===== src/rtl/lpc_pkg.sv =====
package lpc_pkg;

    typedef enum logic [1:0] {
        PM_DOWN = 2'b00,
        PM_STBY = 2'b01,
        PM_NORM = 2'b10
    } pwr_mode_e;

    typedef struct packed {
        logic rx_data;
        logic rx_clk;
        logic tx;
        logic ddc;
        logic arc;
    } lane_en_t;

    function automatic pwr_mode_e pick_mode(
        input logic pin_on,
        input logic sw_off,
        input logic plug,
        input logic clk_ok,
        input logic det_en,
        input logic retime
    );
        if (!pin_on || sw_off || !plug) return PM_DOWN;
        if (clk_ok)                     return PM_NORM;
        if (!retime && !det_en)         return PM_NORM;
        return PM_STBY;
    endfunction

    function automatic lane_en_t decode_en(input pwr_mode_e m);
        lane_en_t e;
        e = '0;
        case (m)
            PM_NORM: e = '{rx_data: 1'b1, rx_clk: 1'b1, tx: 1'b1, ddc: 1'b1, arc: 1'b1};
            PM_STBY: e = '{rx_data: 1'b0, rx_clk: 1'b1, tx: 1'b0, ddc: 1'b1, arc: 1'b1};
            default: e = '0;
        endcase
        return e;
    endfunction

endpackage


===== src/rtl/lpc_sync.sv =====
module lpc_sync #(
    parameter int WIDTH  = 2,
    parameter int STAGES = 2
) (
    input  logic             clk,
    input  logic             rst,
    input  logic [WIDTH-1:0] d_i,
    output logic [WIDTH-1:0] q_o
);
    logic [WIDTH-1:0] chain [STAGES];

    always_ff @(posedge clk) begin
        if (rst) chain[0] <= '0;
        else     chain[0] <= d_i;
    end

    for (genvar s = 1; s < STAGES; s++) begin : g_stage
        always_ff @(posedge clk) begin
            if (rst) chain[s] <= '0;
            else     chain[s] <= chain[s-1];
        end
    end

    assign q_o = chain[STAGES-1];
endmodule


===== src/rtl/lpc_cfg_store.sv =====
module lpc_cfg_store #(
    parameter int          ADDR_W    = 8,
    parameter int          DATA_W    = 8,
    parameter logic [7:0]  PD_ADDR   = 8'h09,
    parameter int          PD_BIT    = 3,
    parameter logic [7:0]  RATIO_ADDR = 8'h20,
    parameter int          RATIO_BIT = 1
) (
    input  logic              clk,
    input  logic              rst,
    input  logic              wipe_i,
    input  logic              we_i,
    input  logic [ADDR_W-1:0] addr_i,
    input  logic [DATA_W-1:0] wdata_i,
    output logic              sw_pd_o,
    output logic              ratio_o
);
    localparam logic [ADDR_W-1:0] PD_A = ADDR_W'(PD_ADDR);
    localparam logic [ADDR_W-1:0] RT_A = ADDR_W'(RATIO_ADDR);

    always_ff @(posedge clk) begin
        if (rst || wipe_i) begin
            sw_pd_o <= 1'b0;
            ratio_o <= 1'b0;
        end else if (we_i) begin
            if (addr_i == PD_A) sw_pd_o <= wdata_i[PD_BIT];
            if (addr_i == RT_A) ratio_o <= wdata_i[RATIO_BIT];
        end
    end
endmodule


===== src/rtl/lpc_mode_fsm.sv =====
module lpc_mode_fsm
    import lpc_pkg::*;
(
    input  logic      clk,
    input  logic      rst,
    input  logic      pin_on_i,
    input  logic      sw_pd_i,
    input  logic      plug_i,
    input  logic      clk_ok_i,
    input  logic      det_en_i,
    input  logic      retime_i,
    output pwr_mode_e mode_o
);
    pwr_mode_e mode_q;

    always_ff @(posedge clk) begin
        if (rst) mode_q <= PM_DOWN;
        else     mode_q <= pick_mode(pin_on_i, sw_pd_i, plug_i, clk_ok_i, det_en_i, retime_i);
    end

    assign mode_o = mode_q;
endmodule


===== src/rtl/link_pwr_ctrl.sv =====
module link_pwr_ctrl
    import lpc_pkg::*;
#(
    parameter int         ADDR_W     = 8,
    parameter int         DATA_W     = 8,
    parameter logic [7:0] PD_ADDR    = 8'h09,
    parameter int         PD_BIT     = 3,
    parameter logic [7:0] RATIO_ADDR = 8'h20,
    parameter int         RATIO_BIT  = 1,
    parameter int         SYNC_STG   = 2
) (
    input  logic              clk,
    input  logic              rst,
    input  logic              oe_i,
    input  logic              hpd_snk_i,
    input  logic              sig_det_en_i,
    input  logic              clk_valid_i,
    input  logic              retimer_sel_i,
    input  logic              cfg_we_i,
    input  logic [ADDR_W-1:0] cfg_addr_i,
    input  logic [DATA_W-1:0] cfg_wdata_i,
    output logic              hpd_src_o,
    output logic              rx_data_en_o,
    output logic              rx_clk_en_o,
    output logic              tx_en_o,
    output logic              ddc_en_o,
    output logic              arc_en_o,
    output logic              cfg_clr_o,
    output logic              clk_ratio_o,
    output logic [1:0]        mode_o
);
    localparam int SYNC_W = 2;

    logic [SYNC_W-1:0] raw_in, synced;
    logic              plug_s, clk_s;
    logic              oe_q, oe_rise, clr_q;
    logic              sw_pd;
    pwr_mode_e         mode_q;
    lane_en_t          en;

    assign raw_in = {clk_valid_i, hpd_snk_i};

    lpc_sync #(.WIDTH(SYNC_W), .STAGES(SYNC_STG)) u_sync (
        .clk (clk),
        .rst (rst),
        .d_i (raw_in),
        .q_o (synced)
    );

    assign plug_s = synced[0];
    assign clk_s  = synced[1];

    assign oe_rise = oe_i && !oe_q;

    always_ff @(posedge clk) begin
        if (rst) begin
            oe_q  <= 1'b0;
            clr_q <= 1'b0;
        end else begin
            oe_q  <= oe_i;
            clr_q <= oe_rise;
        end
    end

    lpc_cfg_store #(
        .ADDR_W     (ADDR_W),
        .DATA_W     (DATA_W),
        .PD_ADDR    (PD_ADDR),
        .PD_BIT     (PD_BIT),
        .RATIO_ADDR (RATIO_ADDR),
        .RATIO_BIT  (RATIO_BIT)
    ) u_cfg (
        .clk     (clk),
        .rst     (rst),
        .wipe_i  (oe_rise),
        .we_i    (cfg_we_i),
        .addr_i  (cfg_addr_i),
        .wdata_i (cfg_wdata_i),
        .sw_pd_o (sw_pd),
        .ratio_o (clk_ratio_o)
    );

    lpc_mode_fsm u_fsm (
        .clk      (clk),
        .rst      (rst),
        .pin_on_i (oe_i),
        .sw_pd_i  (sw_pd),
        .plug_i   (plug_s),
        .clk_ok_i (clk_s),
        .det_en_i (sig_det_en_i),
        .retime_i (retimer_sel_i),
        .mode_o   (mode_q)
    );

    always_comb begin
        en = decode_en(mode_q);
        if (!oe_i) en = '0;
    end

    assign hpd_src_o    = plug_s;
    assign rx_data_en_o = en.rx_data;
    assign rx_clk_en_o  = en.rx_clk;
    assign tx_en_o      = en.tx;
    assign ddc_en_o     = en.ddc;
    assign arc_en_o     = en.arc;
    assign cfg_clr_o    = clr_q;
    assign mode_o       = oe_i ? mode_q : PM_DOWN;
endmodule


===== config.mk =====
export PLATFORM = sky130hd
export DESIGN_NAME = link_pwr_ctrl
export DESIGN_NICKNAME = d
export VERILOG_FILES = /design/src/rtl/lpc_pkg.sv /design/src/rtl/lpc_sync.sv /design/src/rtl/lpc_cfg_store.sv /design/src/rtl/lpc_mode_fsm.sv /design/src/rtl/link_pwr_ctrl.sv
export SDC_FILE = /design/constraint.sdc
export NUM_CORES = 1
export LEC_CHECK = 0
export BUFFER_PORTS_ARGS = -buffer_cell sky130_fd_sc_hd__buf_2
export CORE_AREA = 2 2 39 41
export DETAILED_ROUTE_END_ITERATION = 7
export DIE_AREA = 0 0 41 43
export GPL_TIMING_DRIVEN = 1
export HOLD_SLACK_MARGIN = 0.1
export PLACE_DENSITY_LB_ADDON = 0.15
export SYNTH_ARGS = -nofsm -noshare
export SYNTH_HDL_FRONTEND = slang
export SYNTH_SLANG_ARGS = --single-unit

===== constraint.sdc =====
create_clock -name clk -period 1.35 [get_ports clk]
set_input_delay 0 -clock clk [delete_from_list [all_inputs] [get_ports clk]]
set_output_delay 0 -clock clk [all_outputs]
set_load 0.02 [all_outputs]

==> flow_summary.ini <==
[clock_tree]
cts_sinks = 10
post_cts_buffers = 0
htreeDepth = 1
clockRootBuffer = clkbuf_4
cts.reportedPaths.clkPinSlew_ns = 0.07
cts_tree = done
cts_max_path_buffers = 2
cts_buffers = 3
insertion_delay_ns = 0.26
cts_resized = 0
postCtsHoldBufs = 12

[logic_synthesis]
yosysUniqueCellTypes = 16
synthArstFlopShare_pct = 0
netlist_area_sq_um = 449
syn_area_per_cell_sq_um = 10.2
synth_area_leaders = dfxtp_1 (45%), nor4_4 (9.5%), nor2b_1 (7.0%)
synth_ff_type = dfxtp_1
syn-num-nets = 69
syn_inst = 44
synth-seq-cells = 10
synth_enable_flop_cells = 0
yosysTopAreaCell = dfxtp_1
synthDominantCellAreaShare_pct = 44.6
yosysWarnings = 0
synth_seq_area_share_pct = 44.6

[floorplan]
design.core.area_sq_um = 1380
die_h_microns = 43
dieArea_sq_um = 1760
ios = 34
start_util_pct = 32.5
die-width_microns = 41
row_count = 14

[routing]
drtAntennaViolNets = 0
wl_per_cell_microns = 9.73
num_vias = 426
via_per_inst = 4.26
drt-pass1-iter-count = 2
wirelength_microns = 973
drtIter0Drc = 2
drc = 0

[power_and_ir_drop]
sw_frac_of_total_pct = 21.3
powerDensity_nw_per_um2 = 900
switching_power_mw = 0.142
internal-power_mw = 0.522
total_power_mw = 0.664
p_leak_nw = 0.352
p_seq_share_pct = 46.4
vdd_drop_max_uv = 568
pwr-share-clk_pct = 39.4
combPwrFrac_pct = 14.2

[timing]
worst_clock_skew_ns = 0.00505
setup-violations-final = 0
max_freq_mhz = 806
worst_slew_pin_slew_ns = 0.201
layout_min_cycle_time_ns = 1.24
tns_ns = 0
hold_viol_final = 0
slew_violations = 0
relSlewSlack_pct = 86.5
grt_setup_unrepaired = no
fin_crit_sh_pct = 91.9

[critical_path]
criticalPathCategory = reg2out
start_kind = register
r2r-start = oe_q
slowest_stage = dfxtp_1
r2r_end = u_cfg.ratio_o
path_max_fanout = 3
required_ns = 1.35
path_cells = inv_1, ha_1, nor2_1, buf_2
cpPeakStageDelay_ns = 0.31
r2r_cells = 2
cp.arrival_ns = 1.24
endpoint_kind = primary output
path_buf_inv = 2
rrSetupSlack_ns = 0.65
critPathTopFamily = flip-flops

[global_route]
grt_pass1_vias = 406
antenna_found_initial = 0
track_usage_pct = 12.9
grt_max_degree = 8
grt_overflow_total = 0
grt_pass1_wl_microns = 1510

[placement]
port_buffers = 27
place_congestion = 0.663
dp_hpwl_microns = 651

[job]
maxCapViolations = 0

[worst_hold_path]
worstHoldEndpoint = u_cfg.sw_pd_o
min-delay-start = cfg_addr_i[0]
holdPathStages = 4
min_path_type = in2reg

[layout]
multi_input_area_sq_um = 215
fillers = 135
final_nets = 110
area_growth_pct = 64.3
n_antenna_cell = 0
final_layout_size_suffix_gt1_share_pct = 41.7
mostFrequentLayoutCells = buf_2 (27), dlygate4sd3_1 (12), dfxtp_1 (10)
seq_area_sq_um = 200
final_common_cell = buf_2
utilization_pct = 53.3

[run_status]
status = complete, no violations
-- routing by layer --
layer,global-route usage [%],wire [microns]
met4,8.00,0
met3,3.14,72
met1,12.9,391
met2,21.9,508
met5,0,0
-- Yosys cell counts (2+ instances only) --
library cell  number
nor2b_1            5
buf_4              3
nor3_1             2
mux2i_1            2
dfxtp_1           10
nor2_1             5
nor4_4             2
o211ai_1           4
and2_1             2
inv_1              3
-- tightest hold or removal path, cell delays in order --
cell and delay (ns):
buf_2 0.10, nand2_1 0.09, nor4_4 0.04, mux2i_1 0.10
-- registers in the layout, summed over array words and instances, names as in the netlist --
signal         cells
u_cfg.ratio_o      1
u_cfg.sw_pd_o      1
u_sync.chain       4
cfg_clr_o          1
oe_q               1
u_fsm.mode_o       2
-- power by group through the flow --
stage / Sequential, mW / Clock (mW) / Combinational (mW)
CTS: 0.308 / 0.277 / 0.0942
detailed placement: 0.315 / 0 / 0.0677
finish: 0.308 / 0.262 / 0.0943
floorplan: 0.318 / 0 / 0.0285
global placement: 0.315 / 0 / 0.0669
global route: 0.309 / 0.288 / 0.104
-- per-stage QoR --
step | hold WS (ns) | instance area (sq um) | setup slack (ns) | instances
6_report | 0.122 | 738 | 0.110 | 100
5_1_grt | 0.126 | 738 | 0.0114 | 100
4_1_cts | 0.115 | 738 | 0.0911 | 100
3_5_place_dp | 0.220 | 582 | 0.157 | 84
3_3_place_gp | 0.212 | 582 | 0.162 | 84
2_1_floorplan | 0.0716 | 449 | 0.175 | 44
-- final cells by class --
cell class / count / area share (%)
Clock buffer: 4 / 4.92
Timing Repair Buffer: 39 / 34.6
Tap cell: 16 / 2.71
Multi-Input combinational cell: 28 / 29.2
Inverter: 3 / 1.53
Sequential cell: 10 / 27.1
-- kinds of logic (layout without fill, tap and decap cells) --
| group | Yosys count | count (layout) | synth area share [%] |
|---|---|---|---|
| DFF | 10 | 10 | 44.6 |
| AOI/OAI and AO/OA | 4 | 4 | 6.69 |
| muxes | 2 | 2 | 4.46 |
| adders and majority gates | 1 | 1 | 2.79 |
| and+or+nand+nor | 21 | 21 | 34.0 |
| buffers and inverters | 6 | 46 | 7.52 |
-- how the worst max path moves through the flow --
stage | from | end | slack (ns) | cells past startpoint
final | u_fsm.mode_o[0] | rx_clk_en_o | 0.11 | 4
after floorplan | u_fsm.mode_o[0] | ddc_en_o | 0.17 | 4
after global routing | u_fsm.mode_o[0] | ddc_en_o | 0.01 | 4
after CTS | u_fsm.mode_o[0] | arc_en_o | 0.09 | 4
after detailed placement | cfg_addr_i[1] | u_cfg.ratio_o | 0.16 | 4
after global placement | cfg_addr_i[1] | u_cfg.ratio_o | 0.16 | 4
No activity file was read; power rests on OpenSTA's default activity.
